$ cat config.mk
export PLATFORM = sky130hd
export DESIGN_NAME = rsnoop_term_ctrl
export DESIGN_NICKNAME = d
export VERILOG_FILES = /design/src/rtl/rsnoop_pkg.sv /design/src/rtl/rsnoop_cmd_decode.sv /design/src/rtl/rsnoop_delay_line.sv /design/src/rtl/rsnoop_off_window.sv /design/src/rtl/rsnoop_term_ctrl.sv
export SDC_FILE = /design/constraint.sdc
export NUM_CORES = 1
export LEC_CHECK = 0
export ABC_CLOCK_PERIOD_IN_PS = 1600
export CAP_MARGIN = 40
export CORE_MARGIN = 2
export CORE_UTILIZATION = 48
export CTS_BUF_LIST = sky130_fd_sc_hd__clkbuf_16
export CTS_CLUSTER_SIZE = 24
export DETAILED_ROUTE_END_ITERATION = 16
export PLACE_DENSITY = 0.82
export SYNTH_ARGS = -nofsm -noshare
export SYNTH_HDL_FRONTEND = slang
export SYNTH_HIERARCHICAL = 1
export SYNTH_SLANG_ARGS = --single-unit
$ cat constraint.sdc
create_clock -name clk -period 1.6 [get_ports clk]
set_input_delay 0.16 -clock clk [delete_from_list [all_inputs] [get_ports clk]]
set_output_delay 0.16 -clock clk [all_outputs]
set_load 0.01 [all_outputs]
$ cat src/rtl/rsnoop_pkg.sv
package rsnoop_pkg;

    localparam int MIN_CL    = 5;
    localparam int MAX_CL    = 12;
    localparam int CL_W      = 4;
    localparam int BURST_CYC = 4;

    typedef struct packed {
        logic ras_n;
        logic cas_n;
        logic we_n;
    } bus_cmd_t;

    typedef enum logic [2:0] {
        K_NOP,
        K_READ,
        K_WRITE,
        K_REFRESH,
        K_OTHER
    } cmd_kind_e;

    function automatic cmd_kind_e classify(bus_cmd_t c);
        case ({c.ras_n, c.cas_n, c.we_n})
            3'b111:  return K_NOP;
            3'b101:  return K_READ;
            3'b100:  return K_WRITE;
            3'b001:  return K_REFRESH;
            default: return K_OTHER;
        endcase
    endfunction

endpackage

$ cat src/rtl/rsnoop_cmd_decode.sv
module rsnoop_cmd_decode
    import rsnoop_pkg::*;
(
    input  logic     clk,
    input  logic     rst,
    input  logic     cke,
    input  logic     cs_n,
    input  bus_cmd_t cmd,
    output logic     read_hit,
    output logic     in_srf
);

    cmd_kind_e kind;
    logic      srf_entry;

    always_comb begin
        kind      = classify(cmd);
        // chip select deliberately left out of the read decode
        read_hit  = cke && !in_srf && (kind == K_READ);
        srf_entry = !cke && !cs_n && !in_srf && (kind == K_REFRESH);
    end

    always_ff @(posedge clk) begin
        if (rst) begin
            in_srf <= 1'b0;
        end else if (in_srf && cke) begin
            in_srf <= 1'b0;
        end else if (srf_entry) begin
            in_srf <= 1'b1;
        end
    end

    p_srf_enter_r8: assert property (@(posedge clk) disable iff (rst)
        (!cke && !cs_n && !cmd.ras_n && !cmd.cas_n && cmd.we_n) |=> in_srf);

    p_srf_exit_r8: assert property (@(posedge clk) disable iff (rst)
        (in_srf && cke) |=> !in_srf);

    p_read_needs_cke_r2: assert property (@(posedge clk) disable iff (rst)
        read_hit |-> cke);

endmodule

$ cat src/rtl/rsnoop_delay_line.sv
module rsnoop_delay_line
    import rsnoop_pkg::*;
#(
    parameter int MAXL = MAX_CL,
    parameter int LW   = CL_W
) (
    input  logic          clk,
    input  logic          rst,
    input  logic          hit_in,
    input  logic [LW-1:0] cas_lat,
    output logic          tap_out
);

    localparam int DEPTH = MAXL - 1;

    logic [DEPTH-1:0] stage;

    always_ff @(posedge clk) begin
        if (rst) stage[0] <= 1'b0;
        else     stage[0] <= hit_in;
    end

    for (genvar g = 1; g < DEPTH; g++) begin : g_stage
        always_ff @(posedge clk) begin
            if (rst) stage[g] <= 1'b0;
            else     stage[g] <= stage[g-1];
        end
        p_shift_r3: assert property (@(posedge clk) disable iff (rst)
            stage[g-1] |=> stage[g]);
    end

    // stage[CL-2] holds a read seen CL-1 edges before the next edge
    always_comb begin
        tap_out = 1'b0;
        for (int i = 0; i < DEPTH; i++) begin
            if (LW'(i + 2) == cas_lat) tap_out = stage[i];
        end
    end

    p_enter_r3: assert property (@(posedge clk) disable iff (rst)
        hit_in |=> stage[0]);

    p_cl_range_r9: assert property (@(posedge clk) disable iff (rst)
        (cas_lat >= LW'(MIN_CL)) && (cas_lat <= LW'(MAXL)));

endmodule

$ cat src/rtl/rsnoop_off_window.sv
module rsnoop_off_window
    import rsnoop_pkg::*;
#(
    parameter int BURST = BURST_CYC
) (
    input  logic clk,
    input  logic rst,
    input  logic start,
    output logic window_open
);

    localparam int WIN = BURST + 1;
    localparam int CW  = $clog2(WIN + 1);

    logic [CW-1:0] remain;

    always_ff @(posedge clk) begin
        if (rst) begin
            remain <= '0;
        end else if (start) begin
            remain <= CW'(WIN);
        end else if (remain != '0) begin
            remain <= remain - 1'b1;
        end
    end

    assign window_open = (remain != '0);

    p_load_r4: assert property (@(posedge clk) disable iff (rst)
        start |=> (remain == CW'(WIN)));

    p_count_r4: assert property (@(posedge clk) disable iff (rst)
        (!start && remain != '0) |=> (remain == $past(remain) - 1'b1));

    p_extend_r5: assert property (@(posedge clk) disable iff (rst)
        (start && window_open) |=> window_open);

endmodule

$ cat src/rtl/rsnoop_term_ctrl.sv
module rsnoop_term_ctrl
    import rsnoop_pkg::*;
#(
    parameter int MAXL  = MAX_CL,
    parameter int LW    = CL_W,
    parameter int BURST = BURST_CYC
) (
    input  logic          clk,
    input  logic          rst,
    input  logic          cke,
    input  logic          cs_n,
    input  logic          ras_n,
    input  logic          cas_n,
    input  logic          we_n,
    input  logic [LW-1:0] cas_lat,
    output logic          dq_term_en,
    output logic          ca_term_en
);

    bus_cmd_t cmd;
    logic     read_hit;
    logic     in_srf;
    logic     tap;
    logic     off_win;

    assign cmd = '{ras_n: ras_n, cas_n: cas_n, we_n: we_n};

    rsnoop_cmd_decode u_dec (
        .clk      (clk),
        .rst      (rst),
        .cke      (cke),
        .cs_n     (cs_n),
        .cmd      (cmd),
        .read_hit (read_hit),
        .in_srf   (in_srf)
    );

    rsnoop_delay_line #(.MAXL(MAXL), .LW(LW)) u_dly (
        .clk     (clk),
        .rst     (rst),
        .hit_in  (read_hit),
        .cas_lat (cas_lat),
        .tap_out (tap)
    );

    rsnoop_off_window #(.BURST(BURST)) u_win (
        .clk         (clk),
        .rst         (rst),
        .start       (tap),
        .window_open (off_win)
    );

    assign dq_term_en = !(in_srf || off_win);
    assign ca_term_en = 1'b1;

    p_turn_off_r3: assert property (@(posedge clk) disable iff (rst)
        tap |=> !dq_term_en);

    p_srf_off_r8: assert property (@(posedge clk) disable iff (rst)
        (!cke && !cs_n && !ras_n && !cas_n && we_n) |=> !dq_term_en);

endmodule

==> results.sh <==
export IMPL_final_util=0.684
export IMPL_slew_viol_final=0
export IMPL_ant_nets=0
export IMPL_min_period_ps=1430
export IMPL_drive_above_1_share=0.163
export IMPL_dp_hpwl_microns=859
export IMPL_worstSetupStartpoint="u_win/remain[0]$_SDFFE_PP0P_"
export IMPL_grtUsageTotal=0.191
export IMPL_io_pins=13
export IMPL_hold_violations=0
export IMPL_ir_drop_uv=668
export IMPL_viasPerCell=5.07
export IMPL_r2r_start="u_dly/stage[1]$_SDFF_PP0_"
export IMPL_grt_pass1_wl_microns=1910
export IMPL_antenna_cells=0
export IMPL_cp_endpoint="dq_term_en"
export IMPL_placed_cells=91
export IMPL_final_cell_mix="dfxtp_1, nor2b_1, clkdlybuf4s50_1"
export IMPL_cap_violations=0
export IMPL_crit_arrival_ps=1270
export IMPL_cpMostUsedCell="ha_1"
export IMPL_initial_utilization=0.509
export IMPL_grt_pass1_vias=456
export IMPL_place_area_sq_um=795
export IMPL_antenna_found_initial=0
export IMPL_setup_viol=0
export IMPL_wirelength_microns=1170
export IMPL_crit_path_max_fanout=2
export IMPL_worst_slack_ps=171
export IMPL_clk_pin_slew_ps=50
export IMPL_crit_chain="inv_1 -> ha_1 -> ha_1 -> inv_2 -> nor2_1 -> clkbuf_2"
export IMPL_cts_buffer_depth=2
export IMPL_cts_setup_buffers=0
export IMPL_max_freq_mhz=700
export IMPL_fp_row_count=13
export IMPL_vias=482
export IMPL_fill_cells=102
export IMPL_required_ps=1440
export IMPL_final_nets=95
export IMPL_cts_sinks=15
export IMPL_final_common_cell="dfxtp_1"
export IMPL_grt_max_degree=12
export IMPL_die_w_microns=40.9
export IMPL_coreArea_sq_um=1280
export IMPL_ys_warn_count=6
export IMPL_crit_slowest_cell="dfxtp_2"
export IMPL_die_h_microns=40.9
export IMPL_synth_cell_type_count=25
export IMPL_synth_seq_area_share=0.459
export IMPL_crit_path_max_incr_delay_ps=330
export IMPL_dieArea_sq_um=1670
export IMPL_leakagePower_nw=0.385
export IMPL_final_cells=95
export IMPL_ff2ff_path_depth=4
export IMPL_finalSetupTns_ps=0
export IMPL_cts_root_buf="clkbuf_16"
export IMPL_drtIter0Drc=7
export IMPL_timing_hold_ws_ps=461
export IMPL_worstSetupPathType="register to output port"
export IMPL_total_power_mw=1.13
export IMPL_clock_skew_ps=1.15
export IMPL_start_kind="register"
export IMPL_clk_latency_ps=240
export IMPL_synth_nets=78
export IMPL_cp_end_kind="output port"
export IMPL_status="finished, final reports clean"
export IMPL_cts_buffers=3
export IMPL_r2r_end="u_win/remain[1]$_SDFFE_PP0P_"
export IMPL_hold_class="register to register"
export IMPL_pre_cts_ws_ps=-221
export IMPL_tritoncts="yes"
export IMPL_overflow=0
export IMPL_ys_ff_latch=15
export IMPL_syn_area_per_cell_sq_um=10.2
export IMPL_post_drt_wl_per_cell_microns=12.4
export IMPL_gp_congestion=0.719
export IMPL_netlist_area_sq_um=654
export IMPL_power_density_nw_per_um2=1280
export IMPL_htreeDepth=1
export IMPL_regToRegSetupSlack_ps=210
export IMPL_synthCells=64
export IMPL_final_area_sq_um=878
export IMPL_grt_setup_unrepaired="false"
export IMPL_period_share=0.893
export IMPL_firstDrtPassIters=3
export IMPL_port_buffers=11
export IMPL_drc_errors=0
export IMPL_area_growth_pct=34.2
## per-layer routing
layer | GRT usage | part of all wire | vias to the layer above
met5 | 0 | 0 | -
met4 | 0.175 | 0.048 | 0
met3 | 0.0598 | 0.066 | 6
met2 | 0.305 | 0.46 | 14
met1 | 0.195 | 0.42 | 217
li1 | - | - | 245
## registers in the layout, summed over array words and instances (netlist names)
register	count
u_dly/stage	11
u_win/remain	3
u_dec/in_srf	1
## where the power goes
part / leakage, nW / switching, mW / total (mW) / internal (mW)
Combinational: 0.221 / 0.114 / 0.239 / 0.125
Sequential: 0.122 / 0.0154 / 0.417 / 0.401
Clock: 0.0423 / 0.142 / 0.472 / 0.330
## synth_stat cells (all sizes together)
cell	n	area [sq um]
dfxtp	15	300
nor2b	12	75.1
inv	7	26.3
mux2i	5	50.1
ha	3	37.5
nor2	3	11.3
a21oi	2	10.0
a2111oi	1	15.0
a31o	1	8.76
buf	1	7.51
clkbuf	1	3.75
conb	1	3.75
mux2	1	15.0
nand2b	1	6.26
nand4b	1	8.76
nor3	1	5.00
nor3b	1	7.51
nor4b	1	15.0
o21a	1	7.51
o21ai	1	5.00
o32a	1	10.0
o32ai	1	8.76
or2b	1	7.51
xor2	1	8.76
## how the worst min path moves through the flow
stage / startpoint / endpoint / cells after the start
floorplan: rst / u_win/remain[0]$_SDFFE_PP0P_ / 1
global placement: u_dly/stage[2]$_SDFF_PP0_ / u_dly/stage[3]$_SDFF_PP0_ / 1
detailed placement: u_dly/stage[7]$_SDFF_PP0_ / u_dly/stage[8]$_SDFF_PP0_ / 1
CTS: u_dly/stage[7]$_SDFF_PP0_ / u_dly/stage[8]$_SDFF_PP0_ / 1
global route: u_dly/stage[7]$_SDFF_PP0_ / u_dly/stage[8]$_SDFF_PP0_ / 1
finish: u_dly/stage[7]$_SDFF_PP0_ / u_dly/stage[8]$_SDFF_PP0_ / 1
## repair_timing
| item | 4_1_cts | 5_1_grt |
|---|---|---|
| hold buffers | 0 | 0 |
| endpoints found under the setup margin | 1 | 2 |
| hold endpoints to repair | 0 | 0 |
| resized for setup | 2 | 5 |
## kinds of logic (layout without fill, tap and decap cells)
kind of cell,count (synthesis),count (layout),share of synthesized area
AOI/OAI and AO/OA,8,8,0.0994
muxes,6,6,0.0994
buffers and inverters,9,25,0.0574
adders and majority gates,3,3,0.0574
xor gates and xnor gates,1,1,0.0134
other,1,1,0.00573
and+or+nand+nor,21,21,0.208
DFF,15,15,0.459
## critical path, delay by kind of cell, from the launching register on
family	cells	cell delay (ps)
buffers and inverters	3	230
flip-flops	1	330
adder cells (fa/ha/maj)	2	420
AND/OR/NAND/NOR	1	40
## area by class of cell
class / instances / area [sq um] / share of cell area
clock inverter: 1 / 3.75 / 0.00427
sequential: 15 / 302 / 0.343
timing repair buffer: 14 / 133 / 0.151
tap: 15 / 18.8 / 0.0214
clock buffer: 3 / 75.1 / 0.0855
inverter: 7 / 26.3 / 0.0299
multi-input combinational: 40 / 320 / 0.365
Power figures use the tool's default switching activity.
